--- config.mk ---
export PLATFORM = sky130hd
export DESIGN_NAME = ir_rx_buffer
export DESIGN_NICKNAME = d
export VERILOG_FILES = /design/src/rtl/ir_rx_pkg.sv /design/src/rtl/ir_rx_fifo.sv /design/src/rtl/ir_rx_events.sv /design/src/rtl/ir_rx_regs.sv /design/src/rtl/ir_rx_buffer.sv
export SDC_FILE = /design/constraint.sdc
export NUM_CORES = 1
export LEC_CHECK = 0
export BUFFER_PORTS_ARGS = -buffer_cell sky130_fd_sc_hd__buf_2
export CORE_ASPECT_RATIO = 0.7
export CORE_MARGIN = 10
export CORE_UTILIZATION = 55
export DETAILED_ROUTE_END_ITERATION = 10
export PLACE_DENSITY = 0.78
export SETUP_SLACK_MARGIN = 0.1
export SLEW_MARGIN = 25
export SYNTH_ARGS = -nofsm -noshare
export SYNTH_HDL_FRONTEND = slang
export SYNTH_SLANG_ARGS = --single-unit
--- constraint.sdc ---
create_clock -name clk -period 4.7 [get_ports clk]
set_clock_uncertainty 0.2 [all_clocks]
set_input_delay 0.705 -clock clk [delete_from_list [all_inputs] [get_ports clk]]
set_output_delay 0.705 -clock clk [all_outputs]
set_load 0.02 [all_outputs]
--- src/rtl/ir_rx_pkg.sv ---
// Shared constants and types for the infrared receive buffer.
// Register offsets and bit positions are fixed by software and must not move.
package ir_rx_pkg;

    // Register byte offsets
    localparam int OFS_CTRL  = 'h00;
    localparam int OFS_RXCFG = 'h10;
    localparam int OFS_DATA  = 'h20;
    localparam int OFS_IEN   = 'h2C;
    localparam int OFS_STAT  = 'h30;
    localparam int OFS_SMP   = 'h34;

    // Event flag indices inside the internal flag vector
    localparam int NUM_EVT   = 3;
    localparam int EVT_OVF   = 0;
    localparam int EVT_PKT   = 1;
    localparam int EVT_AVL   = 2;

    // Field positions in status / enable / control words
    localparam int FILL_LSB  = 8;
    localparam int FILL_W    = 6;
    localparam int LVL_LSB   = 8;
    localparam int CTRL_GEN  = 0;
    localparam int CTRL_RXEN = 1;
    localparam int MODE_LSB  = 4;
    localparam int RXCFG_W   = 8;
    localparam int SMPCFG_W  = 16;

    typedef enum logic [2:0] {
        SEL_NONE,
        SEL_CTRL,
        SEL_RXCFG,
        SEL_DATA,
        SEL_IEN,
        SEL_STAT,
        SEL_SMP
    } reg_sel_e;

    // Bit position in status/enable words of event index i
    function automatic int evt_bit(input int i);
        case (i)
            EVT_OVF: return 0;
            EVT_PKT: return 1;
            default: return 4;
        endcase
    endfunction

endpackage

--- src/rtl/ir_rx_fifo.sv ---
// Byte queue of DEPTH entries with a registered fill count.
// Assumes: push and pop are single-cycle strobes; a pop of an empty queue is
// ignored; a push into a full queue is accepted only if a pop frees a slot
// in the same cycle, otherwise it is dropped and reported on 'drop'.
module ir_rx_fifo #(
    parameter  int DEPTH  = 16,
    parameter  int DATA_W = 8,
    localparam int PTR_W  = (DEPTH > 1) ? $clog2(DEPTH) : 1,
    localparam int CNT_W  = $clog2(DEPTH + 1)
) (
    input  logic              clk,
    input  logic              rst_n,
    input  logic              push,
    input  logic [DATA_W-1:0] push_data,
    input  logic              pop,
    output logic [DATA_W-1:0] head_data,
    output logic [CNT_W-1:0]  fill,
    output logic              full,
    output logic              empty,
    output logic              drop
);

    logic [PTR_W-1:0]  wr_ptr;
    logic [PTR_W-1:0]  rd_ptr;
    logic [CNT_W-1:0]  count;
    logic [DATA_W-1:0] slot [DEPTH];
    logic              do_push;
    logic              do_pop;

    // Next pointer value with wrap at DEPTH-1
    function automatic logic [PTR_W-1:0] ptr_next(input logic [PTR_W-1:0] p);
        return (p == PTR_W'(DEPTH - 1)) ? '0 : p + 1'b1;
    endfunction

    // Accept decisions for this cycle
    always_comb begin
        empty   = (count == '0);
        full    = (count == CNT_W'(DEPTH));
        do_pop  = pop & ~empty;
        do_push = push & (~full | do_pop);
        drop    = push & ~do_push;
    end

    // One storage register per entry, written when the write pointer hits it
    for (genvar g = 0; g < DEPTH; g++) begin : g_slot
        always_ff @(posedge clk) begin
            if (!rst_n) begin
                slot[g] <= '0;
            end else if (do_push && (wr_ptr == PTR_W'(g))) begin
                slot[g] <= push_data;
            end
        end
    end

    // Pointer and count bookkeeping
    always_ff @(posedge clk) begin
        if (!rst_n) begin
            wr_ptr <= '0;
            rd_ptr <= '0;
            count  <= '0;
        end else begin
            if (do_push) wr_ptr <= ptr_next(wr_ptr);
            if (do_pop)  rd_ptr <= ptr_next(rd_ptr);
            case ({do_push, do_pop})
                2'b10:   count <= count + 1'b1;
                2'b01:   count <= count - 1'b1;
                default: count <= count;
            endcase
        end
    end

    // Head byte, forced to zero when nothing is held
    always_comb begin
        head_data = empty ? '0 : slot[rd_ptr];
        fill      = count;
    end

endmodule

--- src/rtl/ir_rx_events.sv ---
// Sticky event flags and the interrupt line.
// Assumes: set inputs are single-cycle; the data-waiting condition is a
// level taken from the registered fill count. A set and a clear of the same
// flag in one cycle leave it set.
module ir_rx_events
    import ir_rx_pkg::*;
#(
    parameter int CNT_W = 5,
    parameter int LVL_W = 4
) (
    input  logic               clk,
    input  logic               rst_n,
    input  logic               set_ovf,
    input  logic               set_pkt,
    input  logic [CNT_W-1:0]   fill,
    input  logic [LVL_W-1:0]   level,
    input  logic [NUM_EVT-1:0] clr_vec,
    input  logic [NUM_EVT-1:0] ien_vec,
    output logic [NUM_EVT-1:0] flags,
    output logic               irq
);

    logic [NUM_EVT-1:0] set_vec;

    // Gather set conditions into one vector indexed like the flags
    always_comb begin
        set_vec          = '0;
        set_vec[EVT_OVF] = set_ovf;
        set_vec[EVT_PKT] = set_pkt;
        set_vec[EVT_AVL] = (int'(fill) > int'(level));
    end

    // One sticky flag per event: set wins over write-one-to-clear
    for (genvar e = 0; e < NUM_EVT; e++) begin : g_flag
        always_ff @(posedge clk) begin
            if (!rst_n) begin
                flags[e] <= 1'b0;
            end else begin
                flags[e] <= set_vec[e] | (flags[e] & ~clr_vec[e]);
            end
        end
    end

    // Level interrupt from enabled flags
    always_comb begin
        irq = |(flags & ien_vec);
    end

endmodule

--- src/rtl/ir_rx_regs.sv ---
// Register decode, configuration storage and registered read data.
// Assumes: one access per cycle; read data is returned the following cycle;
// a read of the data offset asks the queue for a pop in the access cycle.
module ir_rx_regs
    import ir_rx_pkg::*;
#(
    parameter int ADDR_W = 8,
    parameter int BUS_W  = 32,
    parameter int DATA_W = 8,
    parameter int CNT_W  = 5,
    parameter int LVL_W  = 4
) (
    input  logic                clk,
    input  logic                rst_n,
    input  logic                bus_sel,
    input  logic                bus_wr,
    input  logic [ADDR_W-1:0]   bus_addr,
    input  logic [BUS_W-1:0]    bus_wdata,
    output logic [BUS_W-1:0]    bus_rdata,
    input  logic [DATA_W-1:0]   head_data,
    input  logic [CNT_W-1:0]    fill,
    input  logic [NUM_EVT-1:0]  flags,
    output logic                pop_req,
    output logic [NUM_EVT-1:0]  clr_vec,
    output logic                ctrl_gen,
    output logic                ctrl_rxen,
    output logic [1:0]          mode_sel,
    output logic [NUM_EVT-1:0]  ien_vec,
    output logic [LVL_W-1:0]    level,
    output logic [RXCFG_W-1:0]  cfg_rx,
    output logic [SMPCFG_W-1:0] cfg_sample
);

    reg_sel_e         sel;
    logic             wr_any;
    logic             rd_any;
    logic [BUS_W-1:0] rd_mux;
    logic [BUS_W-1:0] unused_wdata;

    assign unused_wdata = bus_wdata;

    // Map the byte offset onto a register selector
    always_comb begin
        case (bus_addr)
            ADDR_W'(OFS_CTRL):  sel = SEL_CTRL;
            ADDR_W'(OFS_RXCFG): sel = SEL_RXCFG;
            ADDR_W'(OFS_DATA):  sel = SEL_DATA;
            ADDR_W'(OFS_IEN):   sel = SEL_IEN;
            ADDR_W'(OFS_STAT):  sel = SEL_STAT;
            ADDR_W'(OFS_SMP):   sel = SEL_SMP;
            default:            sel = SEL_NONE;
        endcase
        wr_any = bus_sel & bus_wr;
        rd_any = bus_sel & ~bus_wr;
    end

    // Pop strobe and status clear mask for this cycle
    always_comb begin
        pop_req = rd_any && (sel == SEL_DATA);
        clr_vec = '0;
        if (wr_any && (sel == SEL_STAT)) begin
            for (int e = 0; e < NUM_EVT; e++) begin
                clr_vec[e] = bus_wdata[evt_bit(e)];
            end
        end
    end

    // Writable configuration registers
    always_ff @(posedge clk) begin
        if (!rst_n) begin
            ctrl_gen   <= 1'b0;
            ctrl_rxen  <= 1'b0;
            mode_sel   <= '0;
            ien_vec    <= '0;
            level      <= '0;
            cfg_rx     <= '0;
            cfg_sample <= '0;
        end else if (wr_any) begin
            case (sel)
                SEL_CTRL: begin
                    ctrl_gen  <= bus_wdata[CTRL_GEN];
                    ctrl_rxen <= bus_wdata[CTRL_RXEN];
                    mode_sel  <= bus_wdata[MODE_LSB +: 2];
                end
                SEL_IEN: begin
                    for (int e = 0; e < NUM_EVT; e++) begin
                        ien_vec[e] <= bus_wdata[evt_bit(e)];
                    end
                    level <= bus_wdata[LVL_LSB +: LVL_W];
                end
                SEL_RXCFG: cfg_rx     <= bus_wdata[RXCFG_W-1:0];
                SEL_SMP:   cfg_sample <= bus_wdata[SMPCFG_W-1:0];
                default:   ;
            endcase
        end
    end

    // Read multiplexer over all registers
    always_comb begin
        rd_mux = '0;
        case (sel)
            SEL_CTRL: begin
                rd_mux[CTRL_GEN]        = ctrl_gen;
                rd_mux[CTRL_RXEN]       = ctrl_rxen;
                rd_mux[MODE_LSB +: 2]   = mode_sel;
            end
            SEL_RXCFG: rd_mux[RXCFG_W-1:0]  = cfg_rx;
            SEL_DATA:  rd_mux[DATA_W-1:0]   = head_data;
            SEL_IEN: begin
                for (int e = 0; e < NUM_EVT; e++) begin
                    rd_mux[evt_bit(e)] = ien_vec[e];
                end
                rd_mux[LVL_LSB +: LVL_W] = level;
            end
            SEL_STAT: begin
                for (int e = 0; e < NUM_EVT; e++) begin
                    rd_mux[evt_bit(e)] = flags[e];
                end
                rd_mux[FILL_LSB +: FILL_W] = FILL_W'(fill);
            end
            SEL_SMP:  rd_mux[SMPCFG_W-1:0] = cfg_sample;
            default:  rd_mux = '0;
        endcase
    end

    // Capture read data one cycle after the access
    always_ff @(posedge clk) begin
        if (!rst_n) begin
            bus_rdata <= '0;
        end else if (rd_any) begin
            bus_rdata <= rd_mux;
        end
    end

endmodule

--- src/rtl/ir_rx_buffer.sv ---
// Top of the infrared receive buffer: gates sampler input with the receive
// enable, queues codes, keeps event flags and drives the interrupt.
// Assumes: sampler strobes are synchronous to clk; one bus access per cycle.
module ir_rx_buffer
    import ir_rx_pkg::*;
#(
    parameter int DEPTH  = 16,
    parameter int DATA_W = 8,
    parameter int ADDR_W = 8,
    parameter int BUS_W  = 32,
    parameter int LVL_W  = 4
) (
    input  logic                clk,
    input  logic                rst_n,
    input  logic                smp_valid,
    input  logic [DATA_W-1:0]   smp_code,
    input  logic                smp_pkt_end,
    input  logic                bus_sel,
    input  logic                bus_wr,
    input  logic [ADDR_W-1:0]   bus_addr,
    input  logic [BUS_W-1:0]    bus_wdata,
    output logic [BUS_W-1:0]    bus_rdata,
    output logic                irq,
    output logic                rx_active,
    output logic [1:0]          mode_sel,
    output logic [RXCFG_W-1:0]  cfg_rx,
    output logic [SMPCFG_W-1:0] cfg_sample
);

    localparam int CNT_W = $clog2(DEPTH + 1);

    logic               ctrl_gen;
    logic               ctrl_rxen;
    logic               push_req;
    logic               pkt_req;
    logic               pop_req;
    logic               fifo_full;
    logic               fifo_empty;
    logic               fifo_drop;
    logic [DATA_W-1:0]  head_data;
    logic [CNT_W-1:0]   fill_count;
    logic [NUM_EVT-1:0] evt_flags;
    logic [NUM_EVT-1:0] clr_vec;
    logic [NUM_EVT-1:0] ien_vec;
    logic [LVL_W-1:0]   level;

    // Receive path gating from both control enables
    always_comb begin
        rx_active = ctrl_gen & ctrl_rxen;
        push_req  = smp_valid & rx_active;
        pkt_req   = smp_pkt_end & rx_active;
    end

    ir_rx_regs #(
        .ADDR_W(ADDR_W), .BUS_W(BUS_W), .DATA_W(DATA_W),
        .CNT_W(CNT_W), .LVL_W(LVL_W)
    ) u_regs (
        .clk(clk), .rst_n(rst_n),
        .bus_sel(bus_sel), .bus_wr(bus_wr), .bus_addr(bus_addr),
        .bus_wdata(bus_wdata), .bus_rdata(bus_rdata),
        .head_data(head_data), .fill(fill_count), .flags(evt_flags),
        .pop_req(pop_req), .clr_vec(clr_vec),
        .ctrl_gen(ctrl_gen), .ctrl_rxen(ctrl_rxen), .mode_sel(mode_sel),
        .ien_vec(ien_vec), .level(level),
        .cfg_rx(cfg_rx), .cfg_sample(cfg_sample)
    );

    ir_rx_fifo #(.DEPTH(DEPTH), .DATA_W(DATA_W)) u_fifo (
        .clk(clk), .rst_n(rst_n),
        .push(push_req), .push_data(smp_code), .pop(pop_req),
        .head_data(head_data), .fill(fill_count),
        .full(fifo_full), .empty(fifo_empty), .drop(fifo_drop)
    );

    ir_rx_events #(.CNT_W(CNT_W), .LVL_W(LVL_W)) u_events (
        .clk(clk), .rst_n(rst_n),
        .set_ovf(fifo_drop), .set_pkt(pkt_req),
        .fill(fill_count), .level(level),
        .clr_vec(clr_vec), .ien_vec(ien_vec),
        .flags(evt_flags), .irq(irq)
    );

endmodule

==> results of run 1 <==
synthesized netlist by cell type (all sizes together), types with 2 or more instances:
library cell and count:
a21boi 6, a21oi 15, a221o 3, a221oi 4, a2bb2oi 2, a31oi 2
a32o 4, and2 132, and3 3, buf 27, clkbuf 31, dfxtp 71
edfxtp 128, ha 12, inv 11, mux2 12, mux2i 48, mux4 35
nand2 30, nand2b 3, nand3 11, nand3b 3, nand4 2, nand4b 2
nor2 27, nor2b 43, nor3 5, nor3b 5, nor4 5, o211ai 9
o21a 3, o21ai 35, or3 2, or4 3, xnor2 6
stage by stage:
stage	hold WS, ns	utilization (%)
global route	0.273	62.8
global placement	0.236	59.3
detailed placement	0.244	59.3
CTS	0.253	62.8
floorplan	0.251	-
finish	0.248	62.8
critical path, delay by kind of cell:
| kind | cells | cell delay (ns) |
|---|---|---|
| compound gates | 2 | 0.35 |
| fa+ha+maj | 1 | 0.37 |
| buf+inv | 1 | 0.09 |
| simple gates | 6 | 2.09 |
cell type report:
class	instances	share of cell area (%)
Sequential cell	199	48.4
Multi-Input combinational cell	503	38.8
Clock buffer	21	4.63
Timing Repair Buffer	89	4.28
Tap cell	231	2.66
Clock inverter	11	0.863
Inverter	11	0.380
kinds of logic after synthesis:
| logic type | synth area share [%] |
|---|---|
| AO/OA/AOI/OAI | 6.93 |
| XOR/XNOR | 0.628 |
| adder cells (fa/ha/maj) | 1.74 |
| buffers and inverters | 3.55 |
| flip-flops | 53.9 |
| multiplexers | 14.4 |
| other | 0.0384 |
| AND/OR/NAND/NOR | 18.9 |
state kept, by name (all words and copies together), names as in the netlist, named ones only:
| signal | cells |
|---|---|
| u_fifo.fill | 5 |
| u_events.flags | 3 |
| u_regs.bus_rdata | 16 |
| u_regs.ctrl_gen | 1 |
| u_regs.ien_vec | 3 |
| u_fifo.wr_ptr | 4 |
| u_regs.cfg_sample | 16 |
| u_regs.mode_sel | 2 |
| u_regs.cfg_rx | 8 |
| u_fifo.slot | 128 |
| u_regs.level | 4 |
| u_fifo.rd_ptr | 4 |
| u_regs.ctrl_rxen | 1 |
how the worst max path moves through the flow:
stage | from | to | cells after the start | slack, ns
6_report | bus_addr[1] | u_fifo.fill[4]$_SDFFE_PN0P_ | 10 | 1.23
5_1_grt | bus_addr[1] | u_fifo.fill[4]$_SDFFE_PN0P_ | 10 | 1.08
4_1_cts | bus_addr[1] | u_fifo.fill[4]$_SDFFE_PN0P_ | 10 | 1.24
3_5_place_dp | bus_addr[1] | u_fifo.fill[4]$_SDFFE_PN0P_ | 10 | 0.80
3_3_place_gp | bus_addr[1] | u_fifo.fill[4]$_SDFFE_PN0P_ | 10 | 0.88
2_1_floorplan | bus_addr[1] | u_fifo.fill[4]$_SDFFE_PN0P_ | 10 | 1.0
power breakdown:
part	internal, mW	leakage [nW]	switching [mW]
clock	0.789	0.301	0.694
sequential	1.91	1.82	0.0199
combinational	0.0509	1.85	0.114
routing by layer:
metal | vias up | track usage, %
met5 | - | 0
met4 | 0 | 5.63
met3 | 30 | 4.69
met2 | 316 | 29.1
met1 | 3145 | 28.2
li1 | 2859 | -
==> out/results.tsv, run 1 <==
stage	metric	value	unit
synth	synth_warnings	0	
route	drt-total-wl	23.2	mm
layout	stdcell_count	1065	
sta	slew_violations	0	
setup_path	path_class	in2reg	
die	coreArea	17300	µm²
clocking	clock-root-buffer	clkbuf_16	
power	leakage	3.96	nW
placed_design	dp_slack	0.797	ns
clocking	htree_num_levels	4	
synth	ys_types	65	
sta	rsz0062_at_grt	false	
layout	layout.cells.most_common	and2_1	
grt	gr-total-overflow	0	
synth	synth_edf_count	128	
power	p_per_area	329	nW/µm²
sta	finalCritPeriodShare	73.7	%
setup_path	rr_endpoint	u_fifo.fill[4]$_SDFFE_PN0P_	
synth	ys_async_sr_fraction	0	%
setup_path	cp_slowest_cell	or4_1	
worst_hold_path	hold_path_end	u_regs.bus_rdata[14]$_SDFFE_PN0P_	
route	drt-initial-drc-count	654	
setup_path	required	4.84	ns
sta	setup_viol	0	
worst_hold_path	worst_hold_path_type	reg2reg	
die	die_x	179	µm
die	fp.dieH	132	µm
worst_hold_path	hold_depth	2	
synth	synth_top_area_share	39.3	%
sta	min_period	3.47	ns
sta	slew-limit-headroom	39.5	%
die	fp-row-count	40	
route	avgRoutedWirePerCell	21.8	µm
die	io_pins	114	
synth	syn_area	9770	µm²
layout	nNetsFinal	888	
synth	synthTopCellsByArea	edfxtp_1, dfxtp_1, and2_1, mux4_2, mux2i_1	
route	met1_length	10.0	mm
synth	syn_avg_cell_area	12.9	µm²
die	dieArea	23600	µm²
placed_design	gp_congestion	0.875	
sta	setup_ws	1.23	ns
synth	seq_area_frac_synth	53.9	%
layout	n_antenna_cell	0	
setup_path	rrSetupSlack	1.61	ns
layout	ff_latch_area	5270	µm²
setup_path	critPathArrivalTime	3.61	ns
clocking	clk_pin_slew_worst_paths	0.07	ns
route	wl_met3	2.34	mm
grt	grt_pass1_wl	35.9	mm
job	timing.max_cap.violations	0	
route	vias	6350	
setup_path	regToRegStartpoint	u_regs.ctrl_gen$_SDFFE_PN0P_	
setup_path	end_kind	flip-flop	
route	drc	0	
setup_path	rr_worst_depth	8	
placed_design	dp_hpwl	16.6	mm
synth	yosysTopAreaCell	edfxtp_1	
sta	fin_setup_tns	0	ns
placed_design	numPortBuffers	81	
clocking	worstSkewPairLatency	0.45	ns
synth	synthCells	756	
route	via_per_inst	5.96	
setup_path	critPathLaunchType	input port	
worst_hold_path	min_from	u_regs.bus_rdata[14]$_SDFFE_PN0P_	
clocking	clock_sinks	199	
placed_design	dp.cells	1033	
synth	ys_ff_latch	199	
clocking	cts_buffers	17	
sta	hold_violations	0	
route	wl_met2	10.6	mm
layout	nFillCells	1308	
sta	worst_pin_slew	0.901	ns
grt	grt_antenna_before_repair	0	
power	vdd_drop_max	220	µV
route	dr.pass1.iters	5	
layout	fin_area	10900	µm²
clocking	cts_setup_buffers	0	
layout	syn_to_final_growth	11.3	%
placed_design	place_area	10300	µm²
clocking	ctsResizeCount	0	
grt	track_usage	19.7	%
power	power	3.58	mW
status	status	finished, final reports clean	
grt	grt_max_degree	46	
layout	drive_gt1_share	24.5	%
layout	multi_input_area	4210	µm²
route	topRoutingLayerUsed	met4	
die	start_util	56.4	%
clocking	cts_buffer_depth	2	
route	antenna_left	0	
setup_path	cp_max_fo	11	
sta	max_freq	289	MHz
setup_path	cpPeakStageDelay	0.56	ns
setup_path	cp_cell_sequence	buf_2 > or4_1 > or3_4 > nor4_4 > ha_1 > nor2b_1 > o21a_1 > or3_1 > a2bb2oi_1 > and3_1	
synth	yosys_most_used_dff	edfxtp_1	
clocking	cts_tree	built	
layout	layout_common_cells	and2_1, edfxtp_1, buf_2	
clocking	hold_buffers	0	
grt	grt_pass1_vias	6280	
(Power assumes the default switching activity.)
==> run 2: changes to the inputs <==
ABC_AREA = 1   (was unset)
clock period = 3.5 ns   (was 4.7 ns; I/O delays follow)
==> out/results.tsv, run 2 <==
stage	metric	value	unit
placed_design	dp_hpwl	17.4	mm
route	dr.pass1.iters	6	
synth	synthMuxAreaShare	0	%
sta	worst_pin_slew	0.984	ns
layout	top_register	u_fifo.slot	
setup_path	path_class	reg2reg	
route	drc	0	
synth	synthTopCellsByCount	nor2_1, nand2_1, edfxtp_1	
clocking	hold_buffers	0	
synth	synth_compound_area_share	11.2	%
synth	yosys.area_share.adder	1.78	%
synth	yosys.area_share.simple	23.6	%
placed_design	gp_congestion	0.901	
sta	finalCritPeriodShare	85.9	%
layout	multi_input_area	3580	µm²
synth	syn_avg_cell_area	8.61	µm²
synth	synthTopCellsByArea	edfxtp_1, dfxtp_1, nor2_1, nand2_1, o21ai_0	
worst_hold_path	worst_hold_path_type	in2reg	
clocking	cts_setup_buffers	0	
route	antenna_left	0	
grt	gr-total-overflow	0	
power	p_per_area	441	nW/µm²
layout	utilization	62.8	%
route	drt-total-wl	25.4	mm
synth	ys_types	39	
clocking	cts_buffer_depth	2	
placed_design	place_area	10100	µm²
sta	setup_viol	0	
synth	yosys_most_used_dff	edfxtp_1	
sta	max_freq	333	MHz
power	vdd_drop_max	389	µV
synth	ys_ff_latch	199	
die	fp.dieH	130	µm
synth	synthCells	1107	
route	avgRoutedWirePerCell	17.8	µm
placed_design	numPortBuffers	81	
synth	synth_xor_xnor_area_share	0.367	%
layout	syn_to_final_growth	12.4	%
synth	seq_area_frac_synth	55.2	%
layout	drive_gt1_share	14.1	%
synth	synth_warnings	0	
setup_path	critPathLaunchType	flip-flop	
synth	syn_area	9540	µm²
grt	track_usage	22.0	%
layout	layout.cells.most_common	nor2_1	
setup_path	cp_max_fo	6	
sta	slew-limit-headroom	34.3	%
die	dieArea	23100	µm²
power	power	4.73	mW
layout	largest_reg_flops	128	
setup_path	required	3.63	ns
sta	fin_hold_ws	0.152	ns
route	via_per_inst	5.54	
sta	min_period	3.01	ns
clocking	clock-root-buffer	clkbuf_16	
sta	slew_violations	0	
route	drt-initial-drc-count	1106	
clocking	clk_pin_slew_worst_paths	0.07	ns
layout	nNetsFinal	1248	
clocking	clock_sinks	199	
synth	synth_top_area_share	40.3	%
clocking	worstSkewPairLatency	0.44	ns
layout	nFillCells	1408	
sta	fin_setup_tns	0	ns
sta	hold_violations	0	
grt	grt_max_degree	75	
die	start_util	55.9	%
synth	ys_async_sr_fraction	0	%
status	status	finished, final reports clean	
die	io_pins	114	
die	fp-row-count	40	
clocking	cts_buffers	17	
clocking	cts_tree	built	
die	coreArea	17100	µm²
clocking	htree_num_levels	4	
synth	yosysMostFrequentCell	nor2_1	
die	die_x	177	µm
route	vias	7896	
layout	layout_common_cells	nor2_1, nand2_1, edfxtp_1	
power	leakage	4.44	nW
synth	yosysTopAreaCell	edfxtp_1	
layout	fin_area	10700	µm²
grt	grt_pass1_wl	39.4	mm
setup_path	critPathArrivalTime	3.14	ns
grt	grt_antenna_before_repair	0	
layout	reg_top3	u_fifo.slot x128, u_regs.bus_rdata x16, u_regs.cfg_sample x16	
layout	n_antenna_cell	0	
layout	ff_latch_area	5270	µm²
synth	synth_edf_count	128	
job	timing.max_cap.violations	0	
grt	grt_pass1_vias	7362	
sta	rsz0062_at_grt	false	
setup_path	end_kind	flip-flop	
clocking	ctsResizeCount	0	
synth	synth_top_family_by_area	simple AND/OR/NAND/NOR gates	
==> run 2: worst paths after layout <==
path | from | to | slack (ns) | depth (start not counted)
worst max-delay path | u_fifo.fill[4]$_SDFFE_PN0P_ | u_fifo.fill[4]$_SDFFE_PN0P_ | 0.49 | 15
worst min-delay path | smp_pkt_end | u_events.flags[1]$_SDFF_PN0_ | 0.15 | 3
worst max register to register | u_fifo.fill[4]$_SDFFE_PN0P_ | u_fifo.fill[4]$_SDFFE_PN0P_ | 0.49 | 15
worst min register to register | u_regs.bus_rdata[15]$_SDFFE_PN0P_ | u_regs.bus_rdata[15]$_SDFFE_PN0P_ | 0.27 | 2
==> run 2: cell families after synthesis <==
group / Yosys count
xor+xnor: 4
fa+ha+maj: 13
compound gates: 201
other cells: 1
simple gates: 515
buf+inv: 174
flops: 199
==> run 2: metal layers <==
metal  GRT usage [%]  wire length (µm)  up-vias
li1                -                 -     3774
met5               0                 0        -
met1            30.6             10600     3670
met3            5.08              2690       36
met4            6.40               388        0
met2            33.8             11700      416
==> run 2: final cells by class <==
cell class / count / share of cell area [%]
Clock buffer: 27 / 5.09
Clock inverter: 5 / 0.315
Inverter: 109 / 3.94
Multi-Input combinational cell: 749 / 33.4
Sequential cell: 199 / 49.1
Tap cell: 231 / 2.70
Timing Repair Buffer: 105 / 5.46
==> run 2: worst max-delay path, cell delays in order, from the launching register on <==
cell      delay [ns]
dfxtp_1         0.46
inv_1           0.12
nand4_1         0.27
inv_1           0.15
nor3_4          0.18
nand3_1         0.28
inv_1           0.21
ha_1            0.26
inv_1           0.09
o21bai_1        0.09
a31oi_1         0.21
inv_1           0.06
nand2_1         0.10
nand3_1         0.09
nand2_1         0.07
nor2_1          0.05
==> run 2: where the power goes <==
group	leakage, nW	total, mW	switching (mW)	internal (mW)
sequential	1.84	2.57	0.0182	2.55
combinational	2.31	0.231	0.172	0.0592
clock	0.291	1.93	0.852	1.08
total	4.44	4.73	1.04	3.69
==> run 2: through the flow <==
step,setup slack [ns],std cells
after floorplan,0.846,1122
after global placement,0.629,1393
after detailed placement,0.522,1393
after CTS,0.597,1425
after global routing,0.331,1425
final,0.493,1425
==> run 3: changes to the inputs <==
MAX_ROUTING_LAYER = met4   (was unset)
SLEW_MARGIN = unset   (was 25)
==> out/results.tsv, run 3 (synthesis gave the netlist of run 2 again) <==
stage	metric	value	unit
status	status	finished, final reports clean	
power	switching_share	22.1	%
clocking	htree_num_levels	4	
clocking	cts_buffer_depth	2	
layout	nNetsFinal	1248	
sta	rsz0062_at_grt	false	
placed_design	dp_slack	0.522	ns
power	internal_power	3.69	mW
power	leakage	4.44	nW
setup_path	critPathLaunchType	flip-flop	
power	clkPwrFrac	40.8	%
layout	layout.cells.most_common	nor2_1	
route	drc	0	
die	die_x	177	µm
grt	grt_antenna_before_repair	0	
setup_path	critPathArrivalTime	3.16	ns
sta	max_freq	331	MHz
sta	worst_pin_slew	0.967	ns
sta	finalCritPeriodShare	86.2	%
layout	n_antenna_cell	0	
layout	reg_top3	u_fifo.slot x128, u_regs.bus_rdata x16, u_regs.cfg_sample x16	
sta	setup_viol	0	
route	drt-initial-drc-count	1172	
die	start_util	55.9	%
worst_hold_path	worst_hold_path_type	in2reg	
clocking	cts_buffers	17	
layout	multi_input_area	3580	µm²
power	power_frac_seq	54.3	%
sta	min_period	3.02	ns
grt	track_usage	22.7	%
layout	nFillCells	1408	
clocking	clock_sinks	199	
power	p_per_area	442	nW/µm²
die	fp-row-count	40	
power	power_frac_comb	4.9	%
route	dr.pass1.iters	6	
die	dieArea	23100	µm²
clocking	cts_tree	built	
clocking	cts_setup_buffers	0	
route	avgRoutedWirePerCell	17.9	µm
grt	grt_pass1_vias	7341	
route	antenna_left	0	
route	via_per_inst	5.60	
power	power	4.73	mW
layout	syn_to_final_growth	12.4	%
die	coreArea	17100	µm²
layout	layout_common_cells	nor2_1, nand2_1, edfxtp_1	
layout	drive_gt1_share	14.1	%
grt	grt_max_degree	75	
route	vias	7975	
clocking	hold_buffers	0	
clocking	clk_pin_slew_worst_paths	0.07	ns
setup_path	path_class	reg2reg	
power	vdd_drop_max	395	µV
placed_design	gp_congestion	0.917	
placed_design	dp_hpwl	17.4	mm
sta	hold_violations	0	
sta	fin_setup_tns	0	ns
die	io_pins	114	
grt	gr-total-overflow	0	
layout	top_register	u_fifo.slot	
clocking	worstSkewPairLatency	0.44	ns
job	timing.max_cap.violations	0	
layout	largest_reg_flops	128	
sta	setup_ws	0.482	ns
route	drt-total-wl	25.6	mm
power	switching_power	1.05	mW
setup_path	end_kind	flip-flop	
sta	slew_violations	0	
die	fp.dieH	130	µm
clocking	ctsResizeCount	0	
setup_path	required	3.64	ns
layout	ff_latch_area	5270	µm²
sta	slew-limit-headroom	35.4	%
placed_design	numPortBuffers	81	
setup_path	cp_max_fo	6	
clocking	clock-root-buffer	clkbuf_16	
grt	grt_pass1_wl	39.4	mm
run 3: worst paths after layout:
| kind | cells after the start | end | from | slack, ns |
|---|---|---|---|---|
| min | 3 | u_events.flags[1]$_SDFF_PN0_ | smp_pkt_end | 0.14 |
| max | 15 | u_fifo.fill[4]$_SDFFE_PN0P_ | u_fifo.fill[4]$_SDFFE_PN0P_ | 0.48 |
| min reg2reg | 2 | u_regs.bus_rdata[15]$_SDFFE_PN0P_ | u_regs.bus_rdata[15]$_SDFFE_PN0P_ | 0.27 |
| max reg2reg | 15 | u_fifo.fill[4]$_SDFFE_PN0P_ | u_fifo.fill[4]$_SDFFE_PN0P_ | 0.48 |
run 3: through the flow:
stage,util (%),hold WS [ns],instances,instance area (µm²)
6_report,62.8,0.139,1425,10700
5_1_grt,62.8,0.153,1425,10700
4_1_cts,62.8,0.138,1425,10700
3_5_place_dp,59.4,0.253,1393,10100
3_3_place_gp,59.4,0.249,1393,10100
2_1_floorplan,-,0.239,1122,9590
run 3: final cells by class:
type,instances,area share [%]
sequential,199,49.1
multi-input combinational,749,33.4
timing repair buffer,105,5.46
clock buffer,27,5.09
inverter,109,3.94
tap,231,2.70
clock inverter,5,0.315
run 3: power groups by stage:
| stage | combinational (mW) | clock [mW] | sequential (mW) |
|---|---|---|---|
| CTS | 0.228 | 1.94 | 2.57 |
| detailed placement | 0.226 | 0 | 2.62 |
| global placement | 0.222 | 0 | 2.62 |
| floorplan | 0.146 | 0 | 2.62 |
| finish | 0.232 | 1.93 | 2.57 |
| global route | 0.254 | 2.04 | 2.58 |
run 3: per-layer routing:
metal / share of wire, % / global-route usage [%] / up-vias
met5: 0 / - / -
met4: 1.5 / 6.30 / 0
met3: 9.5 / 4.82 / 38
met2: 46 / 33.8 / 413
met1: 42 / 30.9 / 3740
li1: - / - / 3784
run 3: critical path, cell delays in order, from the launching register on:
cell      delay [ns]
dfxtp_1         0.46
inv_1           0.12
nand4_1         0.27
inv_1           0.15
nor3_4          0.18
nand3_1         0.28
inv_1           0.21
ha_1            0.26
inv_1           0.09
o21bai_1        0.09
a31oi_1         0.22
inv_1           0.06
nand2_1         0.10
nand3_1         0.09
nand2_1         0.07
nor2_1          0.05
